`src/rtl/csr_exec_pkg.sv`:
```
package csr_exec_pkg;

    localparam int CSR_AW = 12;

    typedef enum logic [1:0] {
        OP_NONE = 2'b00,
        OP_SWAP = 2'b01,
        OP_SETB = 2'b10,
        OP_CLRB = 2'b11
    } csr_op_e;

    // Address fields the legality check decodes
    localparam int PRIV_LO = 8;
    localparam int PRIV_HI = 9;
    localparam int ACC_LO  = 10;
    localparam int ACC_HI  = 11;
    localparam logic [1:0] ACC_RDONLY = 2'b11;

endpackage

```
`src/rtl/csr_acc_guard.sv`:
```
module csr_acc_guard
    import csr_exec_pkg::*;
(
    input  logic [1:0] op,
    input  logic       src_nz,
    input  logic [1:0] addr_acc,
    input  logic [1:0] addr_priv,
    input  logic [1:0] cur_priv,
    input  logic       hit,
    output logic       write_intent,
    output logic       illegal
);
    logic priv_fail;
    logic ro_fail;

    always_comb begin
        unique case (csr_op_e'(op))
            OP_SWAP:          write_intent = 1'b1;
            OP_SETB, OP_CLRB: write_intent = src_nz;
            default:          write_intent = 1'b0;
        endcase
        priv_fail = cur_priv < addr_priv;
        ro_fail   = write_intent && (addr_acc == ACC_RDONLY);
        illegal   = priv_fail || ro_fail || !hit;
    end
endmodule

```
`src/rtl/csr_acc_merge.sv`:
```
module csr_acc_merge
    import csr_exec_pkg::*;
#(
    parameter int XLEN = 32
) (
    input  logic [1:0]      op,
    input  logic [XLEN-1:0] src,
    input  logic [XLEN-1:0] old_val,
    output logic [XLEN-1:0] new_val
);
    always_comb begin
        unique case (csr_op_e'(op))
            OP_SWAP: new_val = src;
            OP_SETB: new_val = old_val | src;
            OP_CLRB: new_val = old_val & ~src;
            default: new_val = old_val;
        endcase
    end
endmodule

```
`src/rtl/csr_access_unit.sv`:
```
module csr_access_unit
    import csr_exec_pkg::*;
#(
    parameter int XLEN = 32
) (
    input  logic              clk,
    input  logic              rst_n,
    input  logic              req_valid,
    input  logic [1:0]        req_op,
    input  logic [XLEN-1:0]   req_src,
    input  logic              req_src_nz,
    input  logic [CSR_AW-1:0] req_addr,
    input  logic [1:0]        cur_priv,
    output logic [CSR_AW-1:0] bank_addr,
    input  logic [XLEN-1:0]   bank_rdata,
    input  logic              bank_hit,
    output logic              rsp_valid,
    output logic              rsp_illegal,
    output logic [XLEN-1:0]   rsp_rdata,
    output logic              wr_en,
    output logic [CSR_AW-1:0] wr_addr,
    output logic [XLEN-1:0]   wr_data
);
    typedef struct packed {
        logic              rsp_valid;
        logic              rsp_illegal;
        logic [XLEN-1:0]   rsp_rdata;
        logic              wr_en;
        logic [CSR_AW-1:0] wr_addr;
        logic [XLEN-1:0]   wr_data;
    } state_t;

    state_t state_d, state_q;
    logic            write_intent;
    logic            illegal;
    logic [XLEN-1:0] merged;

    assign bank_addr = req_addr;

    csr_acc_guard i_guard (
        .op           (req_op),
        .src_nz       (req_src_nz),
        .addr_acc     (req_addr[ACC_HI:ACC_LO]),
        .addr_priv    (req_addr[PRIV_HI:PRIV_LO]),
        .cur_priv     (cur_priv),
        .hit          (bank_hit),
        .write_intent (write_intent),
        .illegal      (illegal)
    );

    csr_acc_merge #(.XLEN(XLEN)) i_merge (
        .op      (req_op),
        .src     (req_src),
        .old_val (bank_rdata),
        .new_val (merged)
    );

    always_comb begin
        logic active;
        active                = req_valid && (req_op != OP_NONE);
        state_d               = state_q;
        state_d.rsp_valid     = active;
        state_d.rsp_illegal   = active && illegal;
        state_d.wr_en         = active && !illegal && write_intent;
        state_d.rsp_rdata     = (active && !illegal) ? bank_rdata : '0;
        if (active) begin
            state_d.wr_addr = req_addr;
            state_d.wr_data = merged;
        end
    end

    always_ff @(posedge clk or negedge rst_n) begin
        if (!rst_n) state_q <= '0;
        else        state_q <= state_d;
    end

    assign rsp_valid   = state_q.rsp_valid;
    assign rsp_illegal = state_q.rsp_illegal;
    assign rsp_rdata   = state_q.rsp_rdata;
    assign wr_en       = state_q.wr_en;
    assign wr_addr     = state_q.wr_addr;
    assign wr_data     = state_q.wr_data;
endmodule

```
`config.mk`:
```
export PLATFORM = sky130hd
export DESIGN_NAME = csr_access_unit
export DESIGN_NICKNAME = d
export VERILOG_FILES = /design/src/rtl/csr_exec_pkg.sv /design/src/rtl/csr_acc_guard.sv /design/src/rtl/csr_acc_merge.sv /design/src/rtl/csr_access_unit.sv
export SDC_FILE = /design/constraint.sdc
export NUM_CORES = 1
export LEC_CHECK = 0
export BUFFER_PORTS_ARGS = -buffer_cell sky130_fd_sc_hd__buf_2
export CORE_UTILIZATION = 50
export DETAILED_ROUTE_END_ITERATION = 8
export GPL_TIMING_DRIVEN = 0
export PLACE_DENSITY = 0.87
export SLEW_MARGIN = 30
export SYNTH_ARGS = -nofsm -noshare
export SYNTH_HDL_FRONTEND = slang
export SYNTH_SLANG_ARGS = --single-unit
export TNS_END_PERCENT = 5
```
`constraint.sdc`:
```
create_clock -name clk -period 1.2 [get_ports clk]
set_clock_uncertainty 0.1 [all_clocks]
set_input_delay 0.24 -clock clk [delete_from_list [all_inputs] [get_ports clk]]
set_output_delay 0.24 -clock clk [all_outputs]
set_load 0.02 [all_outputs]
```
After elaboration in Yosys (flattened, before gate mapping)
Cells that the tools add are included.
Word-level totals
  input port bits: 85
  flip-flop bits (word level): 79
  logic and storage cells: 28
  output and inout bits: 91
Operators by class
  muxes and demuxes: 3
  bitwise gates (word level): 3
  order comparisons: 1
  equal/unequal tests: 4
  reductions and logical operators: 11
Operators by type and width (number)
  $pmux 32 s3: 1
  $and 32x32->32: 1
  $mux 32: 1
  $not 32->32: 1
  $or 32x32->32: 1
  $eq 2x2->1 const B: 3
  $logic_and 1x1->1: 5
  $eq 2x1->1 const B: 1
  $logic_not 1->1: 2
  $logic_or 1x1->1: 2
  $lt 2x2->1: 1
  $pmux 1 s2: 1
  $reduce_bool 2->1: 1
  $reduce_or 2->1: 1

Depth between registers and ports, before layout
  depth in word-level cells: 9
  depth in mapped cells: 6
  gate-level depth less buffers: 5

Modules after synthesis
A second synthesis with hierarchy kept.
Second synthesis, totals
  cell total of the unflattened synthesis: 330
  area total of the unflattened synthesis: 3844.9 um^2
By module, submodules not included
  csr_access_unit: instances 1, cells each 182, seq. area each 1976.9 um^2, area an instance 2857.7 um^2
  csr_acc_merge: instances 1, cells each 142, seq. area each 0.0 um^2, area an instance 928.4 um^2
  csr_acc_guard: instances 1, cells each 6, seq. area each 0.0 um^2, area an instance 58.8 um^2

Worst setup path after synthesis
Ideal clock, no wire load.
  kind: input port to flip-flop
  start point: input req_addr[9]
  end point: register state_q, in the netlist rsp_rdata[10]
  data arrival time: 1313 ps
  data required time: 980 ps
  cell stages on the path: 6
  setup slack: -332 ps
  cells stage by stage: inv_1 ha_1 or3b_1 o211a_2 clkbuf_1 and3_1
RTL lines
  start: declaration: RTL line csr_access_unit.sv:12  | input logic [CSR_AW-1:0] req_addr,
  end signal: assignment: RTL line csr_access_unit.sv:74  | else state_q <= state_d;
  end: declaration: RTL line csr_access_unit.sv:33  | state_t state_d, state_q;

==> impl_metrics.csv <==
group,metric,value,unit
clock_network,max-clock-path-buffers,2,
detailed_routing,vias,3638,
power,powerDensity,1250,mW/mm2
timing,rsz0062_at_grt,"true",
status,violations,"setup timing",
timing,fin_crit_sh,106,%
placement,gp_congestion,0.800,
floorplan,ios,176,
power,power_frac_comb,26.4,%
critical_path,worst-path-buf-inv,4,
timing,hold_ws,0.0199,ns
power,p_leak,2.98,nW
grt,grt_pass1_vias,3420,
timing,worstMarginPinSlew,0.549,ns
critical_path,worst_path_max_delay_cell,"nor3b_1",
power,switchingPower,2.11,mW
grt,antenna_found_initial,0,
critical_path,cp_cell_sequence,"buf_12 > inv_12 > ha_4 > buf_4 > o21a_1 > o211a_4 > buf_6 > nor3b_1",
critical_path,endpoint,"wr_en",
timing,min_period,1.28,ns
finish,final_nets,653,
clock_network,cts_tree,"built",
placement,place_inst,633,
timing,setup_ws,-0.0761,ns
timing,max_freq,784,MHz
clock_network,cts_max_level,3,
clock_network,cts_sinks,79,
synthesis,avgSynthCellArea,10.4,um2
timing,slew_viol_final,0,
synthesis,yosysWarnings,0,
detailed_routing,ant_nets,0,
clock_network,clk_pin_slew,0.09,ns
detailed_routing,highest_layer,"met4",
hold_path,hold_class,"primary input to register",
critical_path,r2r_cells,2,
critical_path,cp.arrival,1.41,ns
detailed_routing,detail_route.wl_per_cell,17.1,um
timing,hold_violations,0,
critical_path,r2r_setup_slack,0.23,ns
floorplan,dieArea,0.00780,mm2
finish,antenna-diode-count,0,
finish,design_area,0.00547,mm2
critical_path,critical_path.startpoint_type,"primary input",
floorplan,rows,31,
placement,port_buffers,174,
detailed_routing,drc,0,
synthesis,ys_ff_latch,79,
detailed_routing,drt_iter0_markers,173,
detailed_routing,vias_per_cell,5.42,
timing,finalSetupViolCount,88,
floorplan,fp.dieH,88.3,um
timing,slew_headroom,63.4,%
detailed_routing,drt-pass1-iter-count,5,
critical_path,rr_startpoint,"wr_data[0]",
placement,hpwlAfterDp,7.48,mm
critical_path,cp-end-kind,"register",
critical_path,worstPathMaxFanout,10,
critical_path,crit_family,"buffers and inverters",
power,power.share.switching,30.7,%
status,status,"finished with violations",
synthesis,synth_nets,445,
power,ir_worst_vdd,0.775,mV
clock_network,clockRootBuffer,"clkbuf_8",
detailed_routing,dr_wl_met2,5.87,mm
floorplan,coreArea,0.00721,mm2
placement,place_area,0.00481,mm2
finish,area_growth,46.8,%
detailed_routing,wl_met3,821,um
detailed_routing,wl_met1,4.51,mm
flow_run,drv_cap,0,
detailed_routing,routed_wl,11.5,mm
grt,grt_max_degree,47,
grt,grt_pass1_wl,16.4,mm
grt,grt_usage,27.7,%
critical_path,max_stage_delay,0.25,ns
critical_path,worst-path-stages,8,
critical_path,crit_required,1.33,ns
floorplan,die_w,88.3,um
synthesis,yosysUniqueCellTypes,20,
clock_network,numCtsBuffers,9,
floorplan,start_util,51.7,%
synthesis,syn_area,0.00373,mm2
power,pwr-share-seq,44.1,%
synthesis,synth-seq-area-share,53.0,%
critical_path,critPathKind,"primary input to register",
grt,gr-total-overflow,0,
timing,finalSetupTns,-2.50,ns
power,p_clk_share,29.4,%
power,internal_power,4.76,mW
finish,stdcell_count,671,
critical_path,setup.worst_path.start,"req_addr[9]",
finish,drive_gt1_share,44.9,%
clock_network,clkLatencyLatePin,0.33,ns
synthesis,netlist_instances,359,
critical_path,regToRegEndpoint,"wr_data[0]",
placement,dpl_worst_slack,-0.572,ns
-- through the flow --
step                      total power, mW  utilization (%)
after global routing                 7.16             75.9
final                                6.87             75.9
after CTS                            6.65             71.6
after global placement               4.51             66.3
after detailed placement             4.58             66.7
after floorplan                      3.91                -
-- cell type report --
type / count / area [um2]
clock buffer: 10 / 138
inverter: 2 / 20.0
multi-input combinational: 236 / 1600
sequential: 79 / 1980
fill: 507 / 1740
clock inverter: 6 / 70.1
tap: 99 / 124
buffer: 42 / 264
timing repair buffer: 197 / 1280
-- cell usage after synthesis --
master	instances	share of area [%]
a21o_1	32	6.4
clkbuf_1	16	1.6
nand2b_1	64	11
nor3b_1	1	0.20
o21ai_0	1	0.13
o211a_2	1	0.27
mux2i_1	1	0.27
nand2_1	35	3.5
inv_1	2	0.20
dfrtp_1	79	53
and3_1	32	5.4
o21ai_1	1	0.13
o21a_1	1	0.20
or3b_1	1	0.24
buf_4	12	2.4
buf_2	14	1.9
nor2_1	1	0.10
a32o_1	32	8.6
nand3_1	32	4.3
ha_1	1	0.34
-- worst min-delay path by stage --
stage | from | to | slack (ns) | depth (start not counted)
after global placement | req_addr[5] | wr_addr[5] | 0.35 | 3
after global routing | req_addr[0] | wr_addr[0] | 0.002 | 3
after detailed placement | rst_n | wr_addr[7] | 0.13 | 1
after CTS | req_addr[3] | wr_addr[3] | 0.008 | 3
final | req_addr[3] | wr_addr[3] | 0.02 | 3
after floorplan | rst_n | rsp_illegal | -0.16 | 0
-- layout by cell type (no fill, tap or decap), drive strengths merged --
cell type,netlist,routed
a21o,32,32
a32o,32,32
and3,32,32
buf,26,216
bufinv,0,1
clkbuf,16,27
clkinv,0,2
clkinvlp,0,3
dfrtp,79,79
dlygate4sd3,0,6
ha,1,1
inv,2,2
mux2i,1,1
nand2,35,35
nand2b,64,64
nand3,32,32
nor2,1,1
nor3b,1,1
o211a,1,1
o21a,1,1
o21ai,2,2
or3b,1,1
-- per-layer routing --
| layer | vias up | GRT usage, % |
|---|---|---|
| li1 | 1663 | - |
| met1 | 1776 | 35.5 |
| met2 | 172 | 45.5 |
| met3 | 27 | 5.60 |
| met4 | 0 | 12.6 |
| met5 | - | 0 |
-- sequential cells by signal (all words and copies together) (netlist names) --
register and flops:
wr_addr 12, rsp_illegal 1, wr_data 32, rsp_rdata 32
rsp_valid 1, wr_en 1
-- cells by family after synthesis --
kind of cell,after synthesis,synth area share [%]
mux,1,0.269
fa+ha+maj,1,0.336
flops,79,53.0
simple gates,166,24.5
compound gates,68,15.8
buf+inv,44,6.11
-- tightest hold or removal path: cells and delay by family --
family        cells  cell delay [ns]
simple gates      2             0.11
buf+inv           1             0.09
-- power by group through the flow --
stage	sequential (mW)	combinational, mW	clock (mW)
finish	3.03	1.81	2.02
global route	3.05	1.94	2.17
CTS	3.00	1.58	2.07
detailed placement	3.05	1.52	0
global placement	3.04	1.47	0
floorplan	3.33	0.580	0
-- repair_timing --
action,4_1_cts,5_1_grt
setup buffers,2,13
resized for setup,20,65
gates cloned,1,0
setup endpoints to repair,151,164
endpoints found under the hold margin,38,0
hold buffers,6,0
No activity file was read; power rests on OpenSTA's default activity.
